`config.mk`:
```
export PLATFORM = sky130hd
export DESIGN_NAME = irq_regblk
export DESIGN_NICKNAME = d
export VERILOG_FILES = /design/src/rtl/irq_regblk_pkg.sv /design/src/rtl/irq_decode.sv /design/src/rtl/irq_bus_port.sv /design/src/rtl/irq_store.sv /design/src/rtl/irq_notify.sv /design/src/rtl/irq_regblk.sv
export SDC_FILE = /design/constraint.sdc
export NUM_CORES = 1
export LEC_CHECK = 0
export BUFFER_PORTS_ARGS = -buffer_cell sky130_fd_sc_hd__buf_2
export CAP_MARGIN = 20
export CORE_UTILIZATION = 45
export CTS_CLUSTER_DIAMETER = 80
export DETAILED_ROUTE_END_ITERATION = 10
export PLACE_DENSITY = 0.68
export SYNTH_ARGS = -nofsm -noshare
export SYNTH_HDL_FRONTEND = slang
export SYNTH_HIERARCHICAL = 1
export SYNTH_SLANG_ARGS = --single-unit
export TNS_END_PERCENT = 1
```
`constraint.sdc`:
```
create_clock -name clk -period 3.1 [get_ports clk]
set_input_delay 0.155 -clock clk [delete_from_list [all_inputs] [get_ports clk]]
set_output_delay 0.155 -clock clk [all_outputs]
set_load 0.03 [all_outputs]
```
`src/rtl/irq_regblk_pkg.sv`:
```
package irq_regblk_pkg;
  localparam int unsigned DATA_W = 32;
  localparam int unsigned SLOT_N = 4;

  // word index inside the block, taken from byte offset bits [3:2]
  typedef enum logic [1:0] {
    SLOT_PEND = 2'd0,
    SLOT_CLR  = 2'd1,
    SLOT_EN   = 2'd2,
    SLOT_STAT = 2'd3
  } slot_e;
endpackage

```
`src/rtl/irq_decode.sv`:
```
module irq_decode
  import irq_regblk_pkg::*;
#(
  parameter int unsigned ADDR_W = 6
) (
  input  logic [ADDR_W-1:0] addr,
  output logic              hit,
  output slot_e             slot
);
  logic upper_zero;

  generate
    if (ADDR_W > 4) begin : g_upper
      assign upper_zero = (addr[ADDR_W-1:4] == '0);
    end else begin : g_noupper
      assign upper_zero = 1'b1;
    end
  endgenerate

  assign hit  = upper_zero && (addr[1:0] == 2'b00);
  assign slot = slot_e'(addr[3:2]);
endmodule

```
`src/rtl/irq_bus_port.sv`:
```
module irq_bus_port
  import irq_regblk_pkg::*;
#(
  parameter int unsigned ADDR_W = 6,
  parameter int unsigned DW     = 32
) (
  input  logic              clk,
  input  logic              rst_n,
  input  logic              req_valid,
  output logic              req_ready,
  input  logic              req_write,
  input  logic [DW-1:0]     rd_value,
  output logic              rsp_valid,
  input  logic              rsp_ready,
  output logic [DW-1:0]     rsp_rdata,
  output logic              accept
);
  logic          vld_q;
  logic [DW-1:0] dat_q;

  assign req_ready = !vld_q || rsp_ready;
  assign accept    = req_valid && req_ready;
  assign rsp_valid = vld_q;
  assign rsp_rdata = dat_q;

  always_ff @(posedge clk) begin
    if (!rst_n) begin
      vld_q <= 1'b0;
      dat_q <= '0;
    end else if (accept) begin
      vld_q <= 1'b1;
      dat_q <= req_write ? '0 : rd_value;
    end else if (rsp_ready) begin
      vld_q <= 1'b0;
    end
  end
endmodule

```
`src/rtl/irq_store.sv`:
```
module irq_store #(
  parameter int unsigned DW = 32
) (
  input  logic          clk,
  input  logic          rst_n,
  input  logic          bus_wr_pend,
  input  logic          bus_wr_clr,
  input  logic          bus_wr_en,
  input  logic [DW-1:0] bus_data,
  input  logic          bd_wr_pend,
  input  logic          bd_wr_en,
  input  logic [DW-1:0] bd_data,
  input  logic [DW-1:0] hw_set,
  input  logic [DW-1:0] hw_clr,
  output logic [DW-1:0] pend_q,
  output logic [DW-1:0] en_q
);
  logic [DW-1:0] pend_d;
  logic [DW-1:0] en_d;

  always_comb begin
    pend_d = pend_q;
    if (bus_wr_pend) pend_d = bus_data;
    if (bus_wr_clr)  pend_d = pend_d & ~bus_data;
    pend_d = pend_d & ~hw_clr;
    if (bd_wr_pend)  pend_d = bd_data;
    // raise applied last so an event is never lost
    pend_d = pend_d | hw_set;

    en_d = en_q;
    if (bus_wr_en) en_d = bus_data;
    if (bd_wr_en)  en_d = bd_data;
  end

  always_ff @(posedge clk) begin
    if (!rst_n) begin
      pend_q <= '0;
      en_q   <= '0;
    end else begin
      pend_q <= pend_d;
      en_q   <= en_d;
    end
  end
endmodule

```
`src/rtl/irq_notify.sv`:
```
module irq_notify (
  input  logic clk,
  input  logic rst_n,
  input  logic level,
  input  logic quiet,
  output logic pulse
);
  logic prev_q;
  logic quiet_q;
  logic pulse_q;

  always_ff @(posedge clk) begin
    if (!rst_n) begin
      prev_q  <= 1'b0;
      quiet_q <= 1'b0;
      pulse_q <= 1'b0;
    end else begin
      pulse_q <= (level != prev_q) && !quiet_q;
      prev_q  <= level;
      quiet_q <= quiet;
    end
  end

  assign pulse = pulse_q;
endmodule

```
`src/rtl/irq_regblk.sv`:
```
module irq_regblk
  import irq_regblk_pkg::*;
#(
  parameter int unsigned ADDR_W = 6,
  parameter int unsigned DW     = DATA_W
) (
  input  logic              clk,
  input  logic              rst_n,
  input  logic              req_valid,
  output logic              req_ready,
  input  logic              req_write,
  input  logic [ADDR_W-1:0] req_addr,
  input  logic [DW-1:0]     req_wdata,
  output logic              rsp_valid,
  input  logic              rsp_ready,
  output logic [DW-1:0]     rsp_rdata,
  input  logic [DW-1:0]     hw_set_i,
  input  logic [DW-1:0]     hw_clr_i,
  input  logic              dbg_we,
  input  logic [ADDR_W-1:0] dbg_addr,
  input  logic [DW-1:0]     dbg_wdata,
  output logic [DW-1:0]     dbg_rdata,
  output logic              irq_o,
  output logic              chg_o
);
  logic          bus_hit, dbg_hit, accept;
  slot_e         bus_slot, dbg_slot;
  logic [DW-1:0] pend_q, en_q, stat;
  logic [DW-1:0] bus_rd;
  logic          bus_wr;

  irq_decode #(.ADDR_W(ADDR_W)) u_dec_bus (.addr(req_addr), .hit(bus_hit), .slot(bus_slot));
  irq_decode #(.ADDR_W(ADDR_W)) u_dec_dbg (.addr(dbg_addr), .hit(dbg_hit), .slot(dbg_slot));

  function automatic logic [DW-1:0] view(input logic hit, input slot_e s,
                                         input logic [DW-1:0] p, input logic [DW-1:0] e);
    logic [DW-1:0] v;
    v = '0;
    if (hit) begin
      case (s)
        SLOT_PEND: v = p;
        SLOT_EN:   v = e;
        SLOT_STAT: v = p & e;
        default:   v = '0;
      endcase
    end
    return v;
  endfunction

  assign stat      = pend_q & en_q;
  assign bus_rd    = view(bus_hit, bus_slot, pend_q, en_q);
  assign dbg_rdata = view(dbg_hit, dbg_slot, pend_q, en_q);
  assign irq_o     = |stat;
  assign bus_wr    = accept && req_write && bus_hit;

  irq_bus_port #(.ADDR_W(ADDR_W), .DW(DW)) u_port (
    .clk(clk), .rst_n(rst_n),
    .req_valid(req_valid), .req_ready(req_ready), .req_write(req_write),
    .rd_value(bus_rd),
    .rsp_valid(rsp_valid), .rsp_ready(rsp_ready), .rsp_rdata(rsp_rdata),
    .accept(accept)
  );

  irq_store #(.DW(DW)) u_store (
    .clk(clk), .rst_n(rst_n),
    .bus_wr_pend(bus_wr && bus_slot == SLOT_PEND),
    .bus_wr_clr (bus_wr && bus_slot == SLOT_CLR),
    .bus_wr_en  (bus_wr && bus_slot == SLOT_EN),
    .bus_data(req_wdata),
    .bd_wr_pend(dbg_we && dbg_hit && dbg_slot == SLOT_PEND),
    .bd_wr_en  (dbg_we && dbg_hit && dbg_slot == SLOT_EN),
    .bd_data(dbg_wdata),
    .hw_set(hw_set_i), .hw_clr(hw_clr_i),
    .pend_q(pend_q), .en_q(en_q)
  );

  irq_notify u_notify (
    .clk(clk), .rst_n(rst_n),
    .level(irq_o), .quiet(dbg_we),
    .pulse(chg_o)
  );
endmodule

```
==> flow_summary.json, run 1 <==
{
  "power_density_nw_per_um2": 364.9,
  "synthTopCellsByArea": "dfxtp_1 (29%), mux2i_1 (18%), and2_1 (5.8%), o21ai_0 (4.7%), a22oi_1 (4.3%)",
  "route.detailed.drc": 13,
  "numCtsBuffers": 9,
  "stdcell_count": 1177,
  "hpwl_um": 14500,
  "vias": 6593,
  "tns_ns": 0,
  "clkLatencyLatePin_ns": 0.36,
  "start_util": 0.4676,
  "sw_frac_of_total": 0.2606,
  "nets": 1134,
  "drtPass1Iterations": 10,
  "rsz0062_at_grt": "no",
  "fmax_mhz": 420.8,
  "worstHoldEndpoint": "u_port/rsp_valid$_SDFFE_PN0P_",
  "post_cts_resize_count": 0,
  "grt_overflow": 0,
  "slew_violations": 0,
  "grt_max_degree": 81,
  "antenna_cells": 0,
  "synthTopCellsByCount": "mux2i_1 (127), dfxtp_1 (100), nand2_1 (66)",
  "violations": "design-rule violations",
  "clockBufferDepth": 2,
  "ys_warn_count": 6,
  "pwr-share-seq": 0.455,
  "hp-class": "primary input to flop",
  "clock_skew_ns": 0.007144,
  "layout_setup_ws_ns": 0.7236,
  "antenna_found_initial": 0,
  "port_buffers": 213,
  "syn_inst": 828,
  "stdcell_area_um2": 8210,
  "r2r_slack_ns": 0.98,
  "hold_slack_ns": 0.05252,
  "synthMostInstantiatedCell": "mux2i_1",
  "dp_slack_ns": 0.9330,
  "synth_edf_count": 0,
  "grt_pass1_wl_um": 32340,
  "tightestPinTransition_ns": 0.7469,
  "synth_top_area_cell": "dfxtp_1",
  "synth-main-ff-cell": "dfxtp_1",
  "dp_cells": 1161,
  "wl_per_cell_um": 17.26,
  "drt_wl_total_um": 20320,
  "register_area_um2": 2002,
  "die_y_um": 125.6,
  "ys_ff_latch": 100,
  "routed_via_density": 5.602,
  "grt_use_total": 0.2581,
  "status": "finished, violations left",
  "worstPathArrival_ns": 2.22,
  "place_area_um2": 7891,
  "hold_depth": 3,
  "period_share": 0.7666,
  "leakage_nw": 3.578,
  "synth_seq_area_share": 0.2913,
  "async_reset_ff_frac": 0,
  "grt_pass1_vias": 6112,
  "relSlewSlack": 0.5021,
  "synthesis.area_um2": 6873,
  "layout-drive-gt1-share": 0.2618,
  "cp-end-kind": "output port",
  "syn_avg_cell_area_um2": 8.301,
  "ant_nets": 0,
  "core_area_um2": 14700,
  "multiInputGateArea_um2": 4434,
  "p_int_w": 0.002215,
  "num_rows": 44,
  "clock_power_share": 0.411,
  "clkTransAtPathRegs_ns": 0.07,
  "r2r_cells": 8,
  "synth_fp_nets": 974,
  "htree_levels": 3,
  "setup_viol": 0,
  "gp_congestion": 0.8269,
  "syn_to_final_growth_pct": 19.46,
  "die_x_um": 125.6,
  "critical_path_class": "flop to output port",
  "holdBufCountCts": 0,
  "fillers": 1425,
  "min_from": "req_valid",
  "drt_iter0_drc": 468,
  "die_area_um2": 15770,
  "postCtsSetupBuffers": 0,
  "cts.sinks": 100,
  "synth.top_cell.area_share": 0.2913,
  "critical_path_required_ns": 2.94,
  "worstReg2RegEnd": "u_store/en_q[7]$_SDFFE_PN0P_",
  "cp-start-kind": "flop",
  "synthDistinctLibCells": 40,
  "reg2reg_from": "u_port/rsp_valid$_SDFFE_PN0P_",
  "root_buffer": "clkbuf_16",
  "path_max_fanout": 6,
  "period_needed_ns": 2.376,
  "tritoncts": "done",
  "combPwrFrac": 0.134,
  "power.switching_w": 0.0007809,
  "ioPinCount": 214,
  "cap_violations": 0,
  "ir_drop_v": 0.0004336,
  "hold_viol": 0
}
[area by class of cell]
| cell class | count | share of cell area |
|---|---|---|
| multi-input cells | 646 | 0.5401 |
| flip-flops and latches | 100 | 0.2438 |
| repair buffers | 230 | 0.1487 |
| clock buffers | 11 | 0.02835 |
| well taps | 184 | 0.02804 |
| clock inverters | 5 | 0.01052 |
| inverters | 1 | 0.0004572 |
[sequential cells by signal, indices dropped and copies added (netlist names)]
register,flops
u_store/pend_q,32
u_notify/pulse,1
u_notify/quiet_q,1
u_store/en_q,32
u_port/rsp_rdata,32
u_port/rsp_valid,1
u_notify/prev_q,1
[power groups by stage]
stage,clock network [W],registers [W],logic (W)
floorplan,0,0.00138,0.000240
global placement,0,0.00139,0.000397
detailed placement,0,0.00139,0.000400
CTS,0.00126,0.00136,0.000401
global route,0.00130,0.00137,0.000436
finish,0.00123,0.00136,0.000401
[kinds of logic (layout without fill, tap and decap cells)]
family	Yosys count	after routing	synth area share
buf+inv	82	247	0.06936
flops	100	100	0.2913
mux	127	127	0.1850
xor+xnor	1	1	0.001275
simple gates	277	277	0.2206
compound gates	241	241	0.2325
[through the flow]
step,utilization,power [W]
floorplan,-,0.001622
global placement,0.5369,0.001788
detailed placement,0.5369,0.001793
CTS,0.5586,0.003020
global route,0.5586,0.003106
finish,0.5586,0.002996
[cells in the final DEF (no fill, tap or decap), types with 4 or more instances in the layout]
cell type	count
a21oi_1	32
dfxtp_1	100
and2_1	64
a22oi_1	39
a22o_1	4
nand2_1	66
nor2_1	31
buf_2	212
nor2b_1	32
buf_4	16
nand3b_1	33
o21ai_0	64
clkbuf_16	9
a21o_1	30
a21boi_0	31
mux2i_1	127
o211ai_1	31
nand3_1	36
[routing by layer]
| layer | vias to the layer above | GRT usage | wire (µm) |
|---|---|---|---|
| li1 | 3289 | - | - |
| met1 | 3035 | 0.3657 | 9728 |
| met2 | 245 | 0.3918 | 8828 |
| met3 | 24 | 0.05006 | 1382 |
| met4 | 0 | 0.08106 | 376 |
| met5 | - | 0 | 0 |
[worst max-delay path by stage]
stage	startpoint	endpoint	slack (ns)	depth (start not counted)
6_report	u_store/en_q[23]$_SDFFE_PN0P_	irq_o	0.72	5
5_1_grt	u_store/en_q[23]$_SDFFE_PN0P_	irq_o	0.62	5
4_1_cts	u_store/en_q[23]$_SDFFE_PN0P_	irq_o	0.73	5
3_5_place_dp	req_write	u_store/en_q[10]$_SDFFE_PN0P_	0.93	7
3_3_place_gp	req_addr[5]	u_store/en_q[23]$_SDFFE_PN0P_	0.99	8
2_1_floorplan	u_port/rsp_valid$_SDFFE_PN0P_	u_store/en_q[10]$_SDFFE_PN0P_	0.91	11
[critical path, stage by stage (launching register included)]
cell      delay, ns
dfxtp_1        0.35
a22o_1         0.25
a221oi_1       0.29
nand3_1        0.16
or4_1          0.59
buf_2          0.23
Power figures use the tool's default switching activity.
==> run 2: changes to the inputs <==
--- a/config.mk
+++ b/config.mk
@@ -5,6 +5,7 @@
 export SDC_FILE = /design/constraint.sdc
 export NUM_CORES = 1
 export LEC_CHECK = 0
+export ABC_AREA = 1
 export BUFFER_PORTS_ARGS = -buffer_cell sky130_fd_sc_hd__buf_2
 export CAP_MARGIN = 20
 export CORE_UTILIZATION = 45
==> constraint.sdc (replaced) <==
create_clock -name clk -period 2.3 [get_ports clk]
set_input_delay 0.115 -clock clk [delete_from_list [all_inputs] [get_ports clk]]
set_output_delay 0.115 -clock clk [all_outputs]
set_load 0.03 [all_outputs]
==> run 2 against run 1 <==
Effect of this change:
- the run still ends with design-rule violations left
- clock power increased by 16%
- critical path depth up 4
- setup slack worse by 0.26 ns
- clock skew up 0.0024 ns
- non-clock buffer count up 12
- sequential share of layout area grew 0.38 points
- combinational power up 97%
- via count grew 13%
- die area decreased by 1.3%
- wire length up 1.6%
- power increased by 37%
- first-iteration DRC count is 19% higher
- largest cell class unchanged
- highest routed layer is now met5
==> flow_summary.json, run 2 <==
{
  "async_reset_ff_frac": 0,
  "status": "finished, violations left",
  "root_buffer": "clkbuf_16",
  "synthesis.area_um2": 6783,
  "antenna_cells": 0,
  "ioPinCount": 214,
  "rsz0062_at_grt": "no",
  "utilization": 0.5521,
  "crit_start": "u_port/rsp_valid$_SDFFE_PN0P_",
  "tns_ns": 0,
  "grt_pass1_vias": 6517,
  "clkTransAtPathRegs_ns": 0.07,
  "post_cts_resize_count": 0,
  "synthDistinctLibCells": 25,
  "combPwrFrac": 0.192,
  "postCtsSetupBuffers": 0,
  "gp_congestion": 0.8538,
  "slew_violations": 0,
  "synth_seq_area_share": 0.2951,
  "period_share": 0.8004,
  "critical_path_class": "flop to flop",
  "cp-end-kind": "flop",
  "r2r_cells": 9,
  "route.detailed.drc": 20,
  "hp-class": "primary input to flop",
  "violations": "design-rule violations",
  "synthTopCellsByArea": "dfxtp_1 (30%), nand2_1 (18%), nor2_1 (13%), a21oi_1 (7.5%), inv_1 (4.8%)",
  "holdBufCountCts": 3,
  "path_max_fanout": 15,
  "worstReg2RegEnd": "u_store/pend_q[0]$_SDFF_PN0_",
  "synthMostInstantiatedCell": "nand2_1",
  "start_util": 0.4632,
  "port_buffers": 213,
  "synth_fp_nets": 1276,
  "synth.top_cell.area_share": 0.2951,
  "synth-main-ff-cell": "dfxtp_1",
  "relSlewSlack": 0.6183,
  "ant_nets": 0,
  "routed_via_density": 5.001,
  "ir_drop_v": 0.0004057,
  "numCtsBuffers": 9,
  "cap_violations": 0,
  "setup_viol": 0,
  "tritoncts": "done",
  "nets": 1451,
  "power_density_nw_per_um2": 507.0,
  "die_area_um2": 15570,
  "p_int_w": 0.002848,
  "sw_frac_of_total": 0.3052,
  "drtPass1Iterations": 8,
  "cp-start-kind": "flop",
  "clock_power_share": 0.348,
  "critical_path_required_ns": 2.53,
  "crit_end": "u_store/pend_q[0]$_SDFF_PN0_",
  "grt_use_total": 0.2684,
  "die_x_um": 124.8,
  "grt_overflow": 0,
  "final_common_cell": "nand2_1",
  "cts.sinks": 100,
  "drt_iter0_drc": 556,
  "syn_avg_cell_area_um2": 6.002,
  "syn_inst": 1130,
  "layout-drive-gt1-share": 0.2504,
  "vias": 7471,
  "dp_slack_ns": 0.4631,
  "power.switching_w": 0.001251,
  "ys_ff_latch": 100,
  "ys_warn_count": 6,
  "core_area_um2": 14640,
  "r2r_slack_ns": 0.46,
  "hpwl_um": 15500,
  "die_y_um": 124.8,
  "reg2reg_from": "u_port/rsp_valid$_SDFFE_PN0P_",
  "synth_edf_count": 0,
  "fillers": 1524,
  "syn_to_final_growth_pct": 19.20,
  "wl_per_cell_um": 13.82,
  "grt_pass1_wl_um": 33380,
  "clkLatencyLatePin_ns": 0.36,
  "pwr-share-seq": 0.459,
  "period_needed_ns": 1.841,
  "synth_top_area_cell": "dfxtp_1",
  "fmax_mhz": 543.2,
  "num_rows": 44,
  "grt_max_degree": 65,
  "synthTopCellsByCount": "nand2_1 (321), nor2_1 (238), a21oi_1 (102)",
  "worstPathArrival_ns": 2.07,
  "hold_viol": 0,
  "antenna_found_initial": 1,
  "tightestPinTransition_ns": 0.5712,
  "mostFrequentLayoutCells": "nand2_1 (321), nor2_1 (236), buf_2 (213)",
  "clock_skew_ns": 0.009514,
  "clockBufferDepth": 2,
  "layout_setup_ws_ns": 0.4591,
  "drt_wl_total_um": 20640,
  "htree_levels": 3,
  "leakage_nw": 4.158
}
==> run 2: cell types whose count changed after synthesis, moves of 33 or more <==
cell / before / now
inv_1: 1 / 87
and2_1: 64 / 0
nor2_1: 32 / 238
nand2_1: 66 / 321
nand3b_1: 33 / 0
nor3_1: 1 / 36
nor2b_1: 33 / 0
a22oi_1: 39 / 0
o21ai_0: 64 / 8
o21ai_1: 0 / 56
a21oi_1: 32 / 102
mux2i_1: 127 / 0
==> run 2: area by class of cell <==
type                    count  area, µm²  share of cell area
multi-input cells         859       3902              0.4827
flip-flops and latches    100       2002              0.2476
repair buffers            242       1329              0.1643
inverters                  93      351.6             0.04348
clock buffers              11      232.7             0.02878
well taps                 184      230.2             0.02847
clock inverters             5      37.54            0.004643
==> run 2: worst min path at each step <==
stage	endpoint	cells after the start	slack, ns	from
floorplan	u_notify/quiet_q$_SDFF_PN0_	2	0.21	rst_n
global placement	u_notify/quiet_q$_SDFF_PN0_	3	0.33	dbg_we
detailed placement	u_notify/quiet_q$_SDFF_PN0_	3	0.34	dbg_we
CTS	u_store/pend_q[12]$_SDFF_PN0_	3	0.002	hw_set_i[12]
global route	u_store/pend_q[10]$_SDFF_PN0_	3	0.02	hw_set_i[10]
finish	u_store/en_q[18]$_SDFFE_PN0P_	3	0.02	req_wdata[18]
==> run 2: logic make-up after synthesis <==
| group | synth area share |
|---|---|
| AO/OA/AOI/OAI | 0.1594 |
| AND/OR/NAND/NOR | 0.4127 |
| buffers and inverters | 0.1328 |
| flip-flops | 0.2951 |
==> run 2: metal layers <==
layer  vias to the layer above  wire, µm  GRT usage
li1                       3895         -          -
met3                        30      1346    0.04381
met1                      3309      9883     0.3762
met2                       235      8978     0.4128
met4                         2       422    0.09731
met5                         -        11          0
==> run 2: critical path, cell delays in order, from the launching register on <==
cell and delay [ns]:
dfxtp_1 0.33, a21oi_2 0.18, nand3_1 0.21, nor2_2 0.40
buf_4 0.30, nand2_1 0.08, nand2_1 0.07, inv_1 0.04
nand2_1 0.06, a21oi_2 0.05
==> run 2: metrics by stage <==
stage / cell area, µm² / total power [W] / cells / hold slack (ns)
floorplan: 6783 / 0.002430 / 1130 / 0.2085
global placement: 7785 / 0.002699 / 1475 / 0.3293
detailed placement: 7785 / 0.002705 / 1475 / 0.3372
CTS: 8085 / 0.004147 / 1494 / 0.001928
global route: 8085 / 0.004297 / 1494 / 0.01544
finish: 8085 / 0.004099 / 1494 / 0.01598
==> run 2: power by group through the flow <==
stage | logic (W) | clock network, W | registers [W]
after floorplan | 0.000454 | 0 | 0.00198
after global placement | 0.000777 | 0 | 0.00192
after detailed placement | 0.000784 | 0 | 0.00192
after CTS | 0.000790 | 0.00148 | 0.00188
after global routing | 0.000883 | 0.00152 | 0.00189
final | 0.000788 | 0.00143 | 0.00188
